`src/rtl/intStatPkg.sv`:
```
package intStatPkg;
  localparam int BIT_GOOD  = 7;
  localparam int BIT_ABORT = 6;
  localparam int BIT_EXEC  = 5;
  localparam int BIT_SUM1  = 4;
  localparam int BIT_SUM2  = 3;
  localparam int BIT_DMA   = 1;
  localparam int BIT_ASEQ  = 0;

  typedef struct packed {
    logic selMain;
    logic selPort;
    logic clrGood;
    logic clrAbort;
    logic clrDma;
  } statStrobeT;
endpackage

```
`src/rtl/intStatCtrl.sv`:
```
module intStatCtrl
  import intStatPkg::*;
#(
  parameter int ADDR_W       = 8,
  parameter int DATA_W       = 8,
  parameter int MAIN_ADDR    = 'h20,
  parameter int PORT_ADDR    = 'h00,
  parameter int PORT_CMP_BIT = 0
) (
  input  logic [ADDR_W-1:0] regAddr,
  input  logic              regWrEn,
  input  logic [DATA_W-1:0] regWrData,
  output statStrobeT        strb
);
  localparam logic [ADDR_W-1:0] MAIN_A = ADDR_W'(MAIN_ADDR);
  localparam logic [ADDR_W-1:0] PORT_A = ADDR_W'(PORT_ADDR);

  always_comb begin
    strb.selMain  = (regAddr == MAIN_A);
    strb.selPort  = (regAddr == PORT_A);
    strb.clrGood  = regWrEn && strb.selMain && regWrData[BIT_GOOD];
    strb.clrAbort = regWrEn && strb.selMain && regWrData[BIT_ABORT];
    strb.clrDma   = regWrEn && ((strb.selMain && regWrData[BIT_DMA]) ||
                                (strb.selPort && regWrData[PORT_CMP_BIT]));
  end
endmodule

```
`src/rtl/intStatData.sv`:
```
module intStatData
  import intStatPkg::*;
#(
  parameter int DATA_W       = 8,
  parameter int SUB_W        = 8,
  parameter int MODE_W       = 2,
  parameter int PORT_CMP_BIT = 0
) (
  input  logic              clk,
  input  logic              rstN,
  input  statStrobeT        strb,
  input  logic              evtCmdStart,
  input  logic              evtCmdDone,
  input  logic              evtCmdAbort,
  input  logic              evtAtnTerm,
  input  logic              evtSeqEnd,
  input  logic [1:0]        autoModeEn,
  input  logic              evtDmaDone,
  input  logic              evtDmaStop,
  input  logic              dmaGoActive,
  input  logic [MODE_W-1:0] portMode,
  input  logic [SUB_W-1:0]  subStatA,
  input  logic [SUB_W-1:0]  subStatB,
  output logic [DATA_W-1:0] regRdData,
  output logic              irqMainN,
  output logic              irqPortN
);
  logic goodFlag, abortFlag, dmaFlag, execFlag, aseqFlag;
  logic dmaSet, aseqSet, cmdEnd;
  logic [DATA_W-1:0] mainView, portView;

  assign dmaSet  = evtDmaDone || evtDmaStop ||
                   (dmaGoActive && (evtCmdAbort || evtAtnTerm));
  assign aseqSet = evtSeqEnd && (|autoModeEn);
  assign cmdEnd  = evtCmdDone || evtCmdAbort || evtAtnTerm;

  always_ff @(posedge clk) begin
    if (!rstN) begin
      goodFlag  <= 1'b0;
      abortFlag <= 1'b0;
      dmaFlag   <= 1'b0;
      execFlag  <= 1'b0;
      aseqFlag  <= 1'b0;
    end else begin
      goodFlag  <= evtCmdDone  || (goodFlag  && !strb.clrGood);
      abortFlag <= evtCmdAbort || (abortFlag && !strb.clrAbort);
      dmaFlag   <= dmaSet      || (dmaFlag   && !strb.clrDma);
      if (evtCmdStart)  execFlag <= 1'b1;
      else if (cmdEnd)  execFlag <= 1'b0;
      if (aseqSet)          aseqFlag <= 1'b1;
      else if (evtCmdStart) aseqFlag <= 1'b0;
    end
  end

  always_comb begin
    mainView            = '0;
    mainView[BIT_GOOD]  = goodFlag;
    mainView[BIT_ABORT] = abortFlag;
    mainView[BIT_EXEC]  = execFlag;
    mainView[BIT_SUM1]  = |subStatA;
    mainView[BIT_SUM2]  = |subStatB;
    mainView[BIT_DMA]   = dmaFlag;
    mainView[BIT_ASEQ]  = aseqFlag;
    portView               = '0;
    portView[PORT_CMP_BIT] = dmaFlag;
  end

  always_comb begin
    if (strb.selMain)      regRdData = mainView;
    else if (strb.selPort) regRdData = portView;
    else                   regRdData = '0;
  end

  assign irqMainN = !(goodFlag || abortFlag || mainView[BIT_SUM1] ||
                      mainView[BIT_SUM2] || aseqFlag);
  assign irqPortN = !(dmaFlag && (portMode != '0));

  // a write-1 clear with no competing event empties the flag
  assert_clear_good_R2: assert property (@(posedge clk) disable iff (!rstN)
    (strb.clrGood && !evtCmdDone) |=> !goodFlag);

  // set wins over a same-cycle clear
  assert_set_wins_R3: assert property (@(posedge clk) disable iff (!rstN)
    (evtCmdAbort && strb.clrAbort) |=> abortFlag);

  // abort while DMA-go is set terminates DMA
  assert_dma_abort_R4: assert property (@(posedge clk) disable iff (!rstN)
    (dmaGoActive && evtCmdAbort) |=> dmaFlag);

  // start dominates a same-cycle end
  assert_exec_start_R7: assert property (@(posedge clk) disable iff (!rstN)
    evtCmdStart |=> execFlag);

  // sequence end without any auto mode never raises the flag
  assert_aseq_gate_R8: assert property (@(posedge clk) disable iff (!rstN)
    (evtSeqEnd && autoModeEn == 2'b00 && !aseqFlag) |=> !aseqFlag);

  // mode 00 keeps the port line quiet
  assert_port_route_R10: assert property (@(posedge clk) disable iff (!rstN)
    (portMode == '0) |-> irqPortN);
endmodule

```
`src/rtl/intStatusAgg.sv`:
```
module intStatusAgg
  import intStatPkg::*;
#(
  parameter int ADDR_W       = 8,
  parameter int DATA_W       = 8,
  parameter int SUB_W        = 8,
  parameter int MODE_W       = 2,
  parameter int MAIN_ADDR    = 'h20,
  parameter int PORT_ADDR    = 'h00,
  parameter int PORT_CMP_BIT = 0
) (
  input  logic              clk,
  input  logic              rstN,
  input  logic [ADDR_W-1:0] regAddr,
  input  logic              regWrEn,
  input  logic [DATA_W-1:0] regWrData,
  output logic [DATA_W-1:0] regRdData,
  input  logic              evtCmdStart,
  input  logic              evtCmdDone,
  input  logic              evtCmdAbort,
  input  logic              evtAtnTerm,
  input  logic              evtSeqEnd,
  input  logic [1:0]        autoModeEn,
  input  logic              evtDmaDone,
  input  logic              evtDmaStop,
  input  logic              dmaGoActive,
  input  logic [MODE_W-1:0] portMode,
  input  logic [SUB_W-1:0]  subStatA,
  input  logic [SUB_W-1:0]  subStatB,
  output logic              irqMainN,
  output logic              irqPortN
);
  statStrobeT strb;

  intStatCtrl #(
    .ADDR_W(ADDR_W), .DATA_W(DATA_W), .MAIN_ADDR(MAIN_ADDR),
    .PORT_ADDR(PORT_ADDR), .PORT_CMP_BIT(PORT_CMP_BIT)
  ) i_ctrl (
    .regAddr(regAddr), .regWrEn(regWrEn), .regWrData(regWrData), .strb(strb)
  );

  intStatData #(
    .DATA_W(DATA_W), .SUB_W(SUB_W), .MODE_W(MODE_W), .PORT_CMP_BIT(PORT_CMP_BIT)
  ) i_data (
    .clk(clk), .rstN(rstN), .strb(strb),
    .evtCmdStart(evtCmdStart), .evtCmdDone(evtCmdDone),
    .evtCmdAbort(evtCmdAbort), .evtAtnTerm(evtAtnTerm),
    .evtSeqEnd(evtSeqEnd), .autoModeEn(autoModeEn),
    .evtDmaDone(evtDmaDone), .evtDmaStop(evtDmaStop),
    .dmaGoActive(dmaGoActive), .portMode(portMode),
    .subStatA(subStatA), .subStatB(subStatB),
    .regRdData(regRdData), .irqMainN(irqMainN), .irqPortN(irqPortN)
  );
endmodule

```
`config.mk`:
```
export PLATFORM = sky130hd
export DESIGN_NAME = intStatusAgg
export DESIGN_NICKNAME = d
export VERILOG_FILES = /design/src/rtl/intStatPkg.sv /design/src/rtl/intStatCtrl.sv /design/src/rtl/intStatData.sv /design/src/rtl/intStatusAgg.sv
export SDC_FILE = /design/constraint.sdc
export NUM_CORES = 1
export LEC_CHECK = 0
export ABC_AREA = 0
export ABC_CLOCK_PERIOD_IN_PS = 1130
export BUFFER_PORTS_ARGS = -buffer_cell sky130_fd_sc_hd__buf_2
export CORE_MARGIN = 3
export CORE_UTILIZATION = 24
export CTS_CLUSTER_DIAMETER = 60
export DETAILED_ROUTE_END_ITERATION = 10
export GPL_ROUTABILITY_DRIVEN = 0
export PLACE_DENSITY_LB_ADDON = 0.08
export SYNTH_ARGS = -nofsm -noshare
export SYNTH_HDL_FRONTEND = slang
export SYNTH_SLANG_ARGS = --single-unit
```
`constraint.sdc`:
```
create_clock -name clk -period 1.13 [get_ports clk]
set_input_delay 0.226 -clock clk [delete_from_list [all_inputs] [get_ports clk]]
set_output_delay 0.226 -clock clk [all_outputs]
set_load 0.005 [all_outputs]
```
==> results.cfg <==
[clock_network]
clockBufferDepth = 2
numCtsBuffers = 3
cts_hold_buf = 0
cts_tree = done
cts-root-buf = clkbuf_4
h-tree-depth = 1
clkLatencyLatePin_ps = 240
cts.sinks = 5
clk_pin_slew_worst_paths_ps = 40

[final_layout]
drive_gt1_share_pct = 76.19
diodes = 0
fin_nets = 153
fill_cells = 127
syn_to_final_growth_pct = 142.3
final_common_cell = buf_2
final_cell_area_sq_um = 860.8
fin_util_pct = 63.76
fin_cells = 120
layout_common_cells = buf_2 (44), buf_4 (8), buf_6 (7)

[synthesis]
synth.distinct_cells = 23
synth_area_sq_um = 355.3
yosys_warnings = 0
ys_seq_area_share_pct = 28.17
synth.largest_area_cell = dfxtp_1
synth_top_area_share_pct = 28.17
synth_cells = 43
ys_seq_elements = 5
ys_top_cells_by_area = dfxtp_1 (28%), nor4_1 (8.8%), a41oi_1 (7.4%)
avgSynthCellArea_sq_um = 8.264
synthesis.nets = 90

[timing]
fmax_ghz = 0.7236
min_period_over_period_pct = 122.3
slew_violations = 0
final.setup_skew_ps = 0
worst_slack_ps = -251.9
rsz0062_at_grt = true
finalSetupViolations = 10
hold_violations = 0
min_period_ps = 1382

[placement]
port_buffers = 51
dpl.hpwl_um = 1194
placed_area_sq_um = 674.4
placed_cells = 115

[global_route]
grt_max_degree = 6
grt.overflow.total = 0
first_global_vias = 573
antenna_found_initial = 0
grt_pass1_wl_um = 2173
grt_usage_pct = 14.38

[critical_path]
critPathMaxFanout = 4
worstSetupStartpointType = input port
crit_type = input port to primary output
required_ps = 900
crit_arrival_ps = 1160
end_kind = primary output

[floorplanning]
die_y_um = 44.48
dieArea_sq_um = 1978
dieWidth_um = 44.48
core.rowCount = 13
io_pins = 57
initial_core_util_pct = 26.32
core_area_sq_um = 1350

[pwr]
switchingPower_w = 0.0001606
p_leak_nw = 0.4132
power.internal_w = 0.0004215
power.share.sequential_pct = 34.1
ir_drop_mv = 0.5712
power_density_nw_per_um2 = 676.2
p_clk_share_pct = 36.3
combPwrFrac_pct = 29.6
switching_share_pct = 27.59

[outcome]
violations = negative setup slack
status = finished with violations

[route]
viasPerCell = 5.075
ant_nets = 0
post_drt_wl_per_cell_um = 13.28
drt_first_pass_iters = 4
drc = 0
vias = 609
drt_iter0_markers = 6
routed_wl_um = 1593

[min_path]
hp-class = input port to register

[run]
drv_cap = 0
-- registers in the layout (all words and copies together), names as in the netlist --
| name | count |
|---|---|
| i_data.abortFlag | 1 |
| i_data.aseqFlag | 1 |
| i_data.dmaFlag | 1 |
| i_data.execFlag | 1 |
| i_data.goodFlag | 1 |
-- metrics by stage --
| stage | hold WS, ps | setup TNS (ps) | setup slack (ps) | total power [W] |
|---|---|---|---|---|
| floorplan | 343.8 | 0 | 0.1343 | 0.0002345 |
| global route | 219.9 | -2301 | -308.1 | 0.0006118 |
| CTS | 203.0 | -1534 | -220.6 | 0.0005752 |
| detailed placement | 455.0 | -2300 | -294.3 | 0.0003329 |
| finish | 206.8 | -1582 | -251.9 | 0.0005821 |
| global placement | 450.4 | -2123 | -298.3 | 0.0003315 |
-- cell families (layout without fill, tap and decap cells) --
kind of cell | after synthesis | count (layout) | synth area share [%]
flops | 5 | 5 | 28.17
mux | 2 | 2 | 5.986
compound gates | 13 | 13 | 25.35
other cells | 1 | 1 | 1.055
simple gates | 18 | 18 | 34.16
buf+inv | 4 | 66 | 5.282
-- cells in the mapped netlist --
cell type  number
buf_4           1
inv_1           3
nand4_1         1
nand2_1         1
o21a_1          2
nor2_1          2
nor4_1          5
nor4_4          1
and3_2          1
and2_1          3
o21ai_0         4
nor4b_1         1
dfxtp_1         5
a41oi_1         3
mux2i_1         1
o41a_1          1
conb_1          1
mux2_2          1
nand2b_1        1
a21boi_0        1
nor3_1          1
nand3_1         1
a21oi_1         2
-- worst max-delay path, stage by stage --
cell and delay, ps:
buf_6 100, nor4_4 330, and3_4 270, and2_4 140, buf_6 80
-- power groups by stage --
stage          clock, W  sequential [W]  combinational [W]
3_5_place_dp          0        0.000201           0.000132
3_3_place_gp          0        0.000201           0.000131
2_1_floorplan         0        0.000197          0.0000370
6_report       0.000211        0.000198           0.000172
4_1_cts        0.000216        0.000198           0.000161
5_1_grt        0.000225        0.000200           0.000187
-- layer usage --
| layer | share of wire [%] | vias to the layer above | global-route usage [%] |
|---|---|---|---|
| met3 | 15 | 2 | 4.472 |
| met5 | 0 | - | 0 |
| met2 | 52 | 43 | 28.08 |
| met1 | 33 | 275 | 13.53 |
| met4 | 0.25 | 0 | 5.422 |
| li1 | - | 289 | - |
-- worst paths after layout --
kind	from	end	slack, ps	cells past startpoint
min reg2reg	i_data.aseqFlag	i_data.aseqFlag	520	2
max reg2reg	i_data.dmaFlag	i_data.dmaFlag	270	3
min	evtCmdStart	i_data.execFlag	210	2
max	regAddr[0]	regRdData[5]	-250	5
-- area by class of cell --
class / count / area (sq um) / area share [%]
timing repair buffer: 59 / 359.1 / 41.72
multi-input combinational: 34 / 345.3 / 40.12
sequential: 5 / 100.1 / 11.63
clock buffer: 4 / 26.28 / 3.052
tap: 15 / 18.77 / 2.180
inverter: 3 / 11.26 / 1.308
-- repair_timing --
action | CTS | global route
buffers inserted | 1 | 0
hold endpoints to repair | 0 | 0
pin swaps | 5 | 3
setup endpoints to repair | 8 | 10
resized for setup | 14 | 13
Note: power is estimated with default switching activity, not from simulation.
